[src/rtl/sdram_fe_pkg.sv]
package sdram_fe_pkg;

    typedef enum logic [2:0] {
        CMD_MRS   = 3'b000,
        CMD_REFR  = 3'b001,
        CMD_PRE   = 3'b010,
        CMD_ACTV  = 3'b011,
        CMD_WRITE = 3'b100,
        CMD_READ  = 3'b101,
        CMD_STOP  = 3'b110,
        CMD_NOP   = 3'b111
    } cmd_e;

    // Legal mode word: burst 4 or 8, serial order, latency 2, reserved bits clear
    function automatic logic mode_word_ok(input logic [9:0] w);
        return (w[2:1] == 2'b01) && (w[6:3] == 4'b0100) && (w[9:7] == 3'b000);
    endfunction

endpackage

[src/rtl/sdram_cmd_dec.sv]
module sdram_cmd_dec
    import sdram_fe_pkg::*;
(
    input  logic take,
    input  logic cs_n,
    input  logic ras_n,
    input  logic cas_n,
    input  logic we_n,
    output cmd_e cmd
);
    always_comb begin
        cmd = CMD_NOP;
        if (take && !cs_n) begin
            cmd = cmd_e'({ras_n, cas_n, we_n});
        end
    end
endmodule

[src/rtl/sdram_col_seq.sv]
module sdram_col_seq #(
    parameter int COL_BITS = 4
) (
    input  logic [COL_BITS-1:0] base,
    input  logic [3:0]          beat,
    input  logic                bl8,
    output logic [COL_BITS-1:0] col
);
    always_comb begin
        col = base;
        if (bl8) begin
            col[2:0] = base[2:0] + beat[2:0];
        end else begin
            col[1:0] = base[1:0] + beat[1:0];
        end
    end
endmodule

[src/rtl/sdram_store.sv]
module sdram_store #(
    parameter int IDX_W  = 7,
    parameter int DATA_W = 16
) (
    input  logic                    clk,
    input  logic                    we,
    input  logic [IDX_W-1:0]        waddr,
    input  logic [DATA_W/8-1:0]     be,
    input  logic [DATA_W-1:0]       wdata,
    input  logic [IDX_W-1:0]        raddr,
    output logic [DATA_W-1:0]       rdat
);
    localparam int NBYTE = DATA_W / 8;
    localparam int DEPTH = 1 << IDX_W;

    logic [DATA_W-1:0] mem [DEPTH];

    always_ff @(posedge clk) begin
        if (we) begin
            for (int i = 0; i < NBYTE; i++) begin
                if (be[i]) begin
                    mem[waddr][i*8 +: 8] <= wdata[i*8 +: 8];
                end
            end
        end
    end

    assign rdat = mem[raddr];
endmodule

[src/rtl/sdram_cmd_front.sv]
module sdram_cmd_front
    import sdram_fe_pkg::*;
#(
    parameter int ROW_BITS = 2,
    parameter int COL_BITS = 4
) (
    input  logic        clk,
    input  logic        rst_n,
    input  logic        cs_n,
    input  logic        ras_n,
    input  logic        cas_n,
    input  logic        we_n,
    input  logic        cke,
    input  logic [11:0] addr,
    input  logic        dqm_lo,
    input  logic        dqm_hi,
    input  logic [15:0] wdata,
    output logic [15:0] rdata,
    output logic        rdata_oe,
    output logic        err
);
    localparam int DATA_W = 16;
    localparam int IDX_W  = 1 + ROW_BITS + COL_BITS;

    typedef struct packed {
        logic [1:0]                open;
        logic [1:0][ROW_BITS-1:0]  row;
        logic                      bl8;
        logic                      bact;
        logic                      bwr;
        logic                      bbank;
        logic                      bap;
        logic [ROW_BITS-1:0]       brow;
        logic [COL_BITS-1:0]       bcol;
        logic [3:0]                beat;
        logic [DATA_W-1:0]         rdat;
        logic                      roe;
        logic                      err;
        logic                      ckep;
        logic                      wrtail;
    } st_t;

    st_t st_q, st_d;

    cmd_e                cmd;
    logic                bsel;
    logic                is_rd, is_wr, is_stop;
    logic                step_en, last;
    logic [COL_BITS-1:0] step_col;
    logic [IDX_W-1:0]    raddr, waddr;
    logic [DATA_W-1:0]   rd_word;
    logic                mem_we;
    logic [1:0]          mem_be;

    sdram_cmd_dec u_dec (
        .take (st_q.ckep),
        .cs_n (cs_n),
        .ras_n(ras_n),
        .cas_n(cas_n),
        .we_n (we_n),
        .cmd  (cmd)
    );

    sdram_col_seq #(.COL_BITS(COL_BITS)) u_col (
        .base(st_q.bcol),
        .beat(st_q.beat),
        .bl8 (st_q.bl8),
        .col (step_col)
    );

    sdram_store #(.IDX_W(IDX_W), .DATA_W(DATA_W)) u_mem (
        .clk  (clk),
        .we   (mem_we),
        .waddr(waddr),
        .be   (mem_be),
        .wdata(wdata),
        .raddr(raddr),
        .rdat (rd_word)
    );

    assign bsel    = addr[11];
    assign is_rd   = (cmd == CMD_READ);
    assign is_wr   = (cmd == CMD_WRITE);
    assign is_stop = (cmd == CMD_STOP);
    assign step_en = st_q.bact && !(is_wr || is_stop || (is_rd && st_q.bwr));
    assign last    = (st_q.beat == (st_q.bl8 ? 4'd7 : 4'd3));
    assign raddr   = {st_q.bbank, st_q.brow, step_col};

    always_comb begin
        st_d        = st_q;
        st_d.err    = 1'b0;
        st_d.wrtail = 1'b0;
        st_d.ckep   = cke;
        mem_we      = 1'b0;
        mem_be      = {~dqm_hi, ~dqm_lo};
        waddr       = raddr;
        if (st_q.ckep) begin
            st_d.roe  = 1'b0;
            st_d.rdat = '0;
            // burst engine: one beat per processed edge
            if (step_en) begin
                if (st_q.bwr) begin
                    mem_we = 1'b1;
                end else begin
                    st_d.roe  = 1'b1;
                    st_d.rdat = rd_word;
                end
                st_d.beat = st_q.beat + 4'd1;
                if (last) begin
                    st_d.bact   = 1'b0;
                    st_d.wrtail = st_q.bwr;
                    if (st_q.bap) begin
                        st_d.open[st_q.bbank] = 1'b0;
                    end
                end
            end else if (st_q.bact) begin
                st_d.bact = 1'b0;
            end
            // suspend request on the edge after the last write beat
            if (!cke && st_q.wrtail) begin
                st_d.err = 1'b1;
            end
            // command handling, against bank state after the engine step
            unique case (cmd)
                CMD_MRS: begin
                    if (|st_d.open) begin
                        st_d.err = 1'b1;
                    end else if (mode_word_ok(addr[9:0])) begin
                        st_d.bl8 = addr[0];
                    end
                end
                CMD_REFR: begin
                    if (|st_d.open) begin
                        st_d.err = 1'b1;
                    end
                end
                CMD_ACTV: begin
                    if (st_d.open[bsel]) begin
                        st_d.err = 1'b1;
                    end else begin
                        st_d.open[bsel] = 1'b1;
                        st_d.row[bsel]  = addr[ROW_BITS-1:0];
                    end
                end
                CMD_PRE: begin
                    if (addr[10]) begin
                        st_d.open = 2'b00;
                    end else begin
                        st_d.open[bsel] = 1'b0;
                    end
                end
                CMD_READ, CMD_WRITE: begin
                    if (!st_d.open[bsel]) begin
                        st_d.err = 1'b1;
                    end else begin
                        st_d.bact  = 1'b1;
                        st_d.bwr   = is_wr;
                        st_d.bbank = bsel;
                        st_d.brow  = st_d.row[bsel];
                        st_d.bcol  = addr[COL_BITS-1:0];
                        st_d.bap   = addr[10];
                        st_d.beat  = is_wr ? 4'd1 : 4'd0;
                        if (is_wr) begin
                            mem_we = 1'b1;
                            waddr  = {bsel, st_d.row[bsel], addr[COL_BITS-1:0]};
                        end
                    end
                end
                CMD_STOP: st_d.bact = 1'b0;
                default: ;
            endcase
        end
    end

    always_ff @(posedge clk or negedge rst_n) begin
        if (!rst_n) begin
            st_q      <= '0;
            st_q.ckep <= 1'b1;
        end else begin
            st_q <= st_d;
        end
    end

    assign rdata    = st_q.rdat;
    assign rdata_oe = st_q.roe;
    assign err      = st_q.err;

    AST_IDLE_ACCESS_FLAGGED: assert property (@(posedge clk) disable iff (!rst_n)
        ((is_rd || is_wr) && !st_q.open[bsel]) |=> err);
    AST_REOPEN_FLAGGED: assert property (@(posedge clk) disable iff (!rst_n)
        (cmd == CMD_ACTV && st_q.open[bsel] && !st_q.bact) |=> err);
    AST_BAD_MODE_KEPT: assert property (@(posedge clk) disable iff (!rst_n)
        (cmd == CMD_MRS && !mode_word_ok(addr[9:0])) |=> $stable(st_q.bl8));
    AST_REFRESH_OPEN_FLAGGED: assert property (@(posedge clk) disable iff (!rst_n)
        (cmd == CMD_REFR && (|st_q.open) && !st_q.bact) |=> err);
    AST_SUSPEND_FREEZE: assert property (@(posedge clk) disable iff (!rst_n)
        !st_q.ckep |=> ($stable(rdata) && $stable(rdata_oe) && !err));
    AST_OE_FROM_READ: assert property (@(posedge clk) disable iff (!rst_n)
        $rose(rdata_oe) |-> $past(st_q.bact && !st_q.bwr));
endmodule

[config.mk]
export PLATFORM = sky130hd
export DESIGN_NAME = sdram_cmd_front
export DESIGN_NICKNAME = d
export VERILOG_FILES = /design/src/rtl/sdram_fe_pkg.sv /design/src/rtl/sdram_cmd_dec.sv /design/src/rtl/sdram_col_seq.sv /design/src/rtl/sdram_store.sv /design/src/rtl/sdram_cmd_front.sv
export SDC_FILE = /design/constraint.sdc
export NUM_CORES = 2
export LEC_CHECK = 0
export BUFFER_PORTS_ARGS = -buffer_cell sky130_fd_sc_hd__clkbuf_2
export CAP_MARGIN = 20
export CORE_AREA = 2 2 430 432
export DETAILED_ROUTE_END_ITERATION = 10
export DIE_AREA = 0 0 432 434
export RECOVER_POWER = 100
export SYNTH_ARGS = -nofsm -noshare
export SYNTH_HDL_FRONTEND = slang
export SYNTH_SLANG_ARGS = --single-unit
[constraint.sdc]
create_clock -name clk -period 5.03 [get_ports clk]
set_input_delay 0.503 -clock clk [delete_from_list [all_inputs] [get_ports clk]]
set_output_delay 0.503 -clock clk [all_outputs]
set_load 0.01 [all_outputs]
==> impl_results.html <==
<table>
<tr><th>Metric</th><th>Value</th></tr>
<tr><th colspan="2">Synthesis</th></tr>
<tr><td>Portion of the post-synthesis area used by sequential elements</td><td>76.3%</td></tr>
<tr><td>FFs w/ async S/R, synth</td><td>1.96%</td></tr>
<tr><td>Fraction of post-synthesis cell area in the top cell type by area</td><td>75.0%</td></tr>
<tr><td>Post-synth EDFFs</td><td>2048</td></tr>
<tr><td>Yosys top cell by area</td><td>sky130_fd_sc_hd__edfxtp_1</td></tr>
<tr><td>Post-synthesis instance total</td><td>4029</td></tr>
<tr><td>Top flip-flop cell by instance count after synthesis</td><td>sky130_fd_sc_hd__edfxtp_1</td></tr>
<tr><td>Post-synth cell types</td><td>80</td></tr>
<tr><td>Mapped Avg Cell Area</td><td>20.3 um2</td></tr>
<tr><td>Post-Synthesis Net Count</td><td>4069</td></tr>
<tr><td>Number of warnings issued by yosys</td><td>0</td></tr>
<tr><td>Flops &amp; latches, synth</td><td>2089</td></tr>
<tr><td>Top cells by area, synth</td><td>sky130_fd_sc_hd__edfxtp_1, sky130_fd_sc_hd__mux4_2, sky130_fd_sc_hd__mux2i_1</td></tr>
<tr><td>Cell area after synthesis</td><td>0.0820 mm2</td></tr>
<tr><th colspan="2">STA</th></tr>
<tr><td>Crit path time final</td><td>4.89 ns</td></tr>
<tr><td>Fin. max-slew vios</td><td>1373</td></tr>
<tr><td>Setup repair after global routing missed its margin</td><td>false</td></tr>
<tr><td>Fin Setup TNS</td><td>0 ns</td></tr>
<tr><td>Highest Clock Rate</td><td>205 MHz</td></tr>
<tr><td># setup viols final</td><td>0</td></tr>
<tr><td>Max_slew headroom</td><td>-187%</td></tr>
<tr><td>Maximum clock skew at final layout</td><td>0.0449 ns</td></tr>
<tr><td>Final period utilization</td><td>97.1%</td></tr>
<tr><td>Hold Vio Cnt, Final</td><td>0</td></tr>
<tr><td>Actual transition at the worst max-transition pin</td><td>4.31 ns</td></tr>
<tr><th colspan="2">Critical path</th></tr>
<tr><td>Required time reported for the critical path endpoint</td><td>5.77 ns</td></tr>
<tr><td>Startpoint type of the worst setup path</td><td>register</td></tr>
<tr><td>CP max FO</td><td>32</td></tr>
<tr><td>Slowest stage delay, CP</td><td>1.11 ns</td></tr>
<tr><td>Start of the worst register-to-register path</td><td>st_q[20]$_DFFE_PN0P_</td></tr>
<tr><td>Endpoint of the worst setup timing path</td><td>rdata[15]$_DFFE_PN0P_</td></tr>
<tr><td>Cell breakdown of the critical path</td><td>ha_4 &gt; inv_1 &gt; fa_2 &gt; buf_2 &gt; mux4_2 &gt; mux2i_1 &gt; o22ai_1 &gt; or4_1 &gt; a221oi_1 &gt; nor2_1</td></tr>
<tr><td>Critical Path End Type</td><td>register</td></tr>
<tr><td>RR Endpoint</td><td>rdata[15]$_DFFE_PN0P_</td></tr>
<tr><td>Critical Path AT</td><td>5.63 ns</td></tr>
<tr><td>Register-to-register setup slack</td><td>0.14 ns</td></tr>
<tr><td>Logic depth of the worst register-to-register path</td><td>10</td></tr>
<tr><td>Highest-delay cell along the critical path</td><td>sky130_fd_sc_hd__fa_2</td></tr>
<tr><td>Critical Setup Path Class</td><td>register to register</td></tr>
<tr><td>Start point of the critical path</td><td>st_q[20]$_DFFE_PN0P_</td></tr>
<tr><th colspan="2">Placed design</th></tr>
<tr><td>Sum of net half-perimeters after detailed placement</td><td>148 mm</td></tr>
<tr><td>Number of buffer cells added on primary ports</td><td>54</td></tr>
<tr><td>Routability-driven placement congestion ratio</td><td>0.964</td></tr>
<tr><th colspan="2">Pwr</th></tr>
<tr><td>Fraction of power spent switching nets</td><td>33.6%</td></tr>
<tr><td>Switching power</td><td>18700 uW</td></tr>
<tr><td>Largest voltage drop on the vdd net</td><td>0.469 mV</td></tr>
<tr><td>Total power draw</td><td>55700 uW</td></tr>
<tr><td>Fraction of power consumed by the clock network</td><td>27.7%</td></tr>
<tr><td>P per Cell Area</td><td>594 mW/mm2</td></tr>
<tr><td>Leakage Power</td><td>0.0293 uW</td></tr>
<tr><td>Internal power contribution</td><td>37000 uW</td></tr>
<tr><td>Power share of the combinational group</td><td>37.3%</td></tr>
<tr><td>Reg power frac</td><td>34.9%</td></tr>
<tr><th colspan="2">Die</th></tr>
<tr><td>Top-Level Pins</td><td>55</td></tr>
<tr><td>Area of the core</td><td>0.182 mm2</td></tr>
<tr><td>Row Count</td><td>157</td></tr>
<tr><td>Die Height</td><td>434 um</td></tr>
<tr><td>Initial standard-cell utilization of the core</td><td>44.9%</td></tr>
<tr><td>Die Area</td><td>0.187 mm2</td></tr>
<tr><td>Die span in x</td><td>432 um</td></tr>
<tr><th colspan="2">Route</th></tr>
<tr><td>Residual DRC</td><td>0</td></tr>
<tr><td>Routed Wire Length</td><td>227 mm</td></tr>
<tr><td>Via-to-Cell Ratio</td><td>6.08</td></tr>
<tr><td>Length of the first detailed-routing pass in iterations</td><td>5</td></tr>
<tr><td>Via total after detailed routing</td><td>43100</td></tr>
<tr><td>Wirelength per Cell</td><td>32.0 um</td></tr>
<tr><td>ANT nets after route</td><td>0</td></tr>
<tr><td>DR iter-0 viols</td><td>5533</td></tr>
<tr><th colspan="2">GRT</th></tr>
<tr><td>Residual overflow from global routing</td><td>0</td></tr>
<tr><td>Maximum number of pins on one net before global-route repair</td><td>84</td></tr>
<tr><td>Via count of the first global-routing pass</td><td>42800</td></tr>
<tr><td>Total GRT Usage</td><td>24.2%</td></tr>
<tr><td>Antenna violations before repair</td><td>10</td></tr>
<tr><td>Wire length of the first global-routing pass</td><td>320 mm</td></tr>
<tr><th colspan="2">Clock tree</th></tr>
<tr><td>Reg clk slew, reported paths</td><td>0.06 ns</td></tr>
<tr><td>TritonCTS clock tree</td><td>done</td></tr>
<tr><td>TritonCTS buffer count</td><td>211</td></tr>
<tr><td>Post_cts resized</td><td>0</td></tr>
<tr><td>Clock latency reported for the late side of the worst-skew pair</td><td>0.88 ns</td></tr>
<tr><td>Hold_buf cts</td><td>7</td></tr>
<tr><td>Total clock sinks</td><td>2089</td></tr>
<tr><td>Number of buffers between clock root and the deepest sink</td><td>3</td></tr>
<tr><td>Maximum level of the CTS H-tree</td><td>4</td></tr>
<tr><td>Post-CTS Setup Inserts</td><td>0</td></tr>
<tr><td>CTS root buf</td><td>sky130_fd_sc_hd__clkbuf_16</td></tr>
<tr><th colspan="2">Final layout</th></tr>
<tr><td>Layout Area Growth over Synthesis</td><td>14.3%</td></tr>
<tr><td>Final nets</td><td>4560</td></tr>
<tr><td>Share of post-route cells with drive strength above 1</td><td>23.3%</td></tr>
<tr><th colspan="2">Min path</th></tr>
<tr><td>Type of the tightest min-delay check</td><td>primary input to register</td></tr>
<tr><td>Hold Path Origin</td><td>addr[10]</td></tr>
<tr><th colspan="2">Status</th></tr>
<tr><td>Violated checks</td><td>capacitance limit, slew limit</td></tr>
<tr><td>Run status</td><td>finished, violations left</td></tr>
<tr><th colspan="2">Run</th></tr>
<tr><td>Max-cap violation count</td><td>20</td></tr>
</table>
==> metrics by stage <==
stage          hold WS, ns  instance area (um2)  instances  util, %  setup slack [ns]
2_1_floorplan        0.207                82000       4029        -              1.39
3_5_place_dp         0.485                87900       6685     48.1             0.242
3_3_place_gp         0.469                87800       6683     48.1             0.354
6_report            0.0479                93700       7082     51.3             0.144
4_1_cts            0.00672                94700       7078     51.9             0.358
5_1_grt             0.0135                93700       7080     51.3             0.117
==> layer usage <==
metal / part of all wire, % / global-route usage, % / wire (um)
met2: 47 / 37.1 / 106000
met4: 4.2 / 9.75 / 9480
met5: 0.012 / 0 / 27
met3: 8.4 / 5.00 / 19100
met1: 41 / 34.1 / 92500
==> registers in the layout, indices dropped and copies added, names as in the netlist, named ones only <==
signal	count
u_mem.mem	2048
st_q	16
err	1
rdata_oe	1
raddr	3
rdata	16
==> critical path, delay by kind of cell, from the launching register on <==
family / cells / cell delay [ns]
compound gates: 2 / 0.62
fa+ha+maj: 2 / 1.27
simple gates: 2 / 0.66
buf+inv: 2 / 0.89
flops: 1 / 0.46
mux: 2 / 0.78
==> power by group through the flow <==
| stage | clock [uW] | sequential [uW] | combinational [uW] |
|---|---|---|---|
| 6_report | 15400 | 19400 | 20800 |
| 3_3_place_gp | 0 | 19800 | 20800 |
| 3_5_place_dp | 0 | 19800 | 20800 |
| 2_1_floorplan | 0 | 19600 | 12700 |
| 4_1_cts | 15700 | 19400 | 20900 |
| 5_1_grt | 16300 | 19400 | 21700 |
==> Yosys cell counts, types with 33 or more instances <==
cell / count
sky130_fd_sc_hd__mux2i_1: 207
sky130_fd_sc_hd__mux4_2: 487
sky130_fd_sc_hd__nor4_1: 33
sky130_fd_sc_hd__buf_2: 84
sky130_fd_sc_hd__nor2_1: 297
sky130_fd_sc_hd__edfxtp_1: 2048
sky130_fd_sc_hd__a21oi_1: 63
sky130_fd_sc_hd__buf_4: 33
sky130_fd_sc_hd__clkbuf_1: 93
sky130_fd_sc_hd__o22ai_1: 96
sky130_fd_sc_hd__nand2_1: 207
sky130_fd_sc_hd__dfrtp_1: 40
sky130_fd_sc_hd__o21ai_0: 48
==> cell families after synthesis <==
| kind of cell | share of synthesized area (%) |
|---|---|
| flops | 76.3 |
| mux | 16.1 |
| simple gates | 3.58 |
| compound gates | 2.56 |
| buf+inv | 1.38 |
| xor+xnor | 0.0733 |
| fa+ha+maj | 0.0549 |
==> cell usage in the layout, fill, tap and decap left out, drive strengths merged, types with 12 or more instances in the layout <==
cell,count
nand2,213
nor4,33
dfrtp,40
nand2b,15
buf,172
inv,17
nand3,27
mux2,12
o21ai,55
clkbuf,583
o22ai,97
nor2b,19
edfxtp,2048
bufinv,19
a21oi,63
mux2i,207
nor2,301
nor3,27
clkinv,97
mux4,487
==> how the worst min path moves through the flow <==
stage | slack (ns) | end | cells after the start
after global routing | 0.01 | st_q[30]$_DFFE_PN0P_ | 2
after floorplan | 0.21 | async pin | 0
final | 0.05 | st_q[30]$_DFFE_PN0P_ | 2
after detailed placement | 0.48 | rdata_oe$_DFFE_PN0P_ | 1
after global placement | 0.47 | rdata_oe$_DFFE_PN0P_ | 1
after CTS | 0.007 | st_q[30]$_DFFE_PN0P_ | 2
==> area by class of cell <==
cell class,count,area [um2]
well taps,2385,2980
multi-input cells,1701,18300
diodes,4,10.0
fillers,14500,88800
clock buffers,258,5520
inverters,13,48.8
flip-flops and latches,2089,62500
repair buffers,504,2990
clock inverters,128,1270
Power figures use the tool's default switching activity.
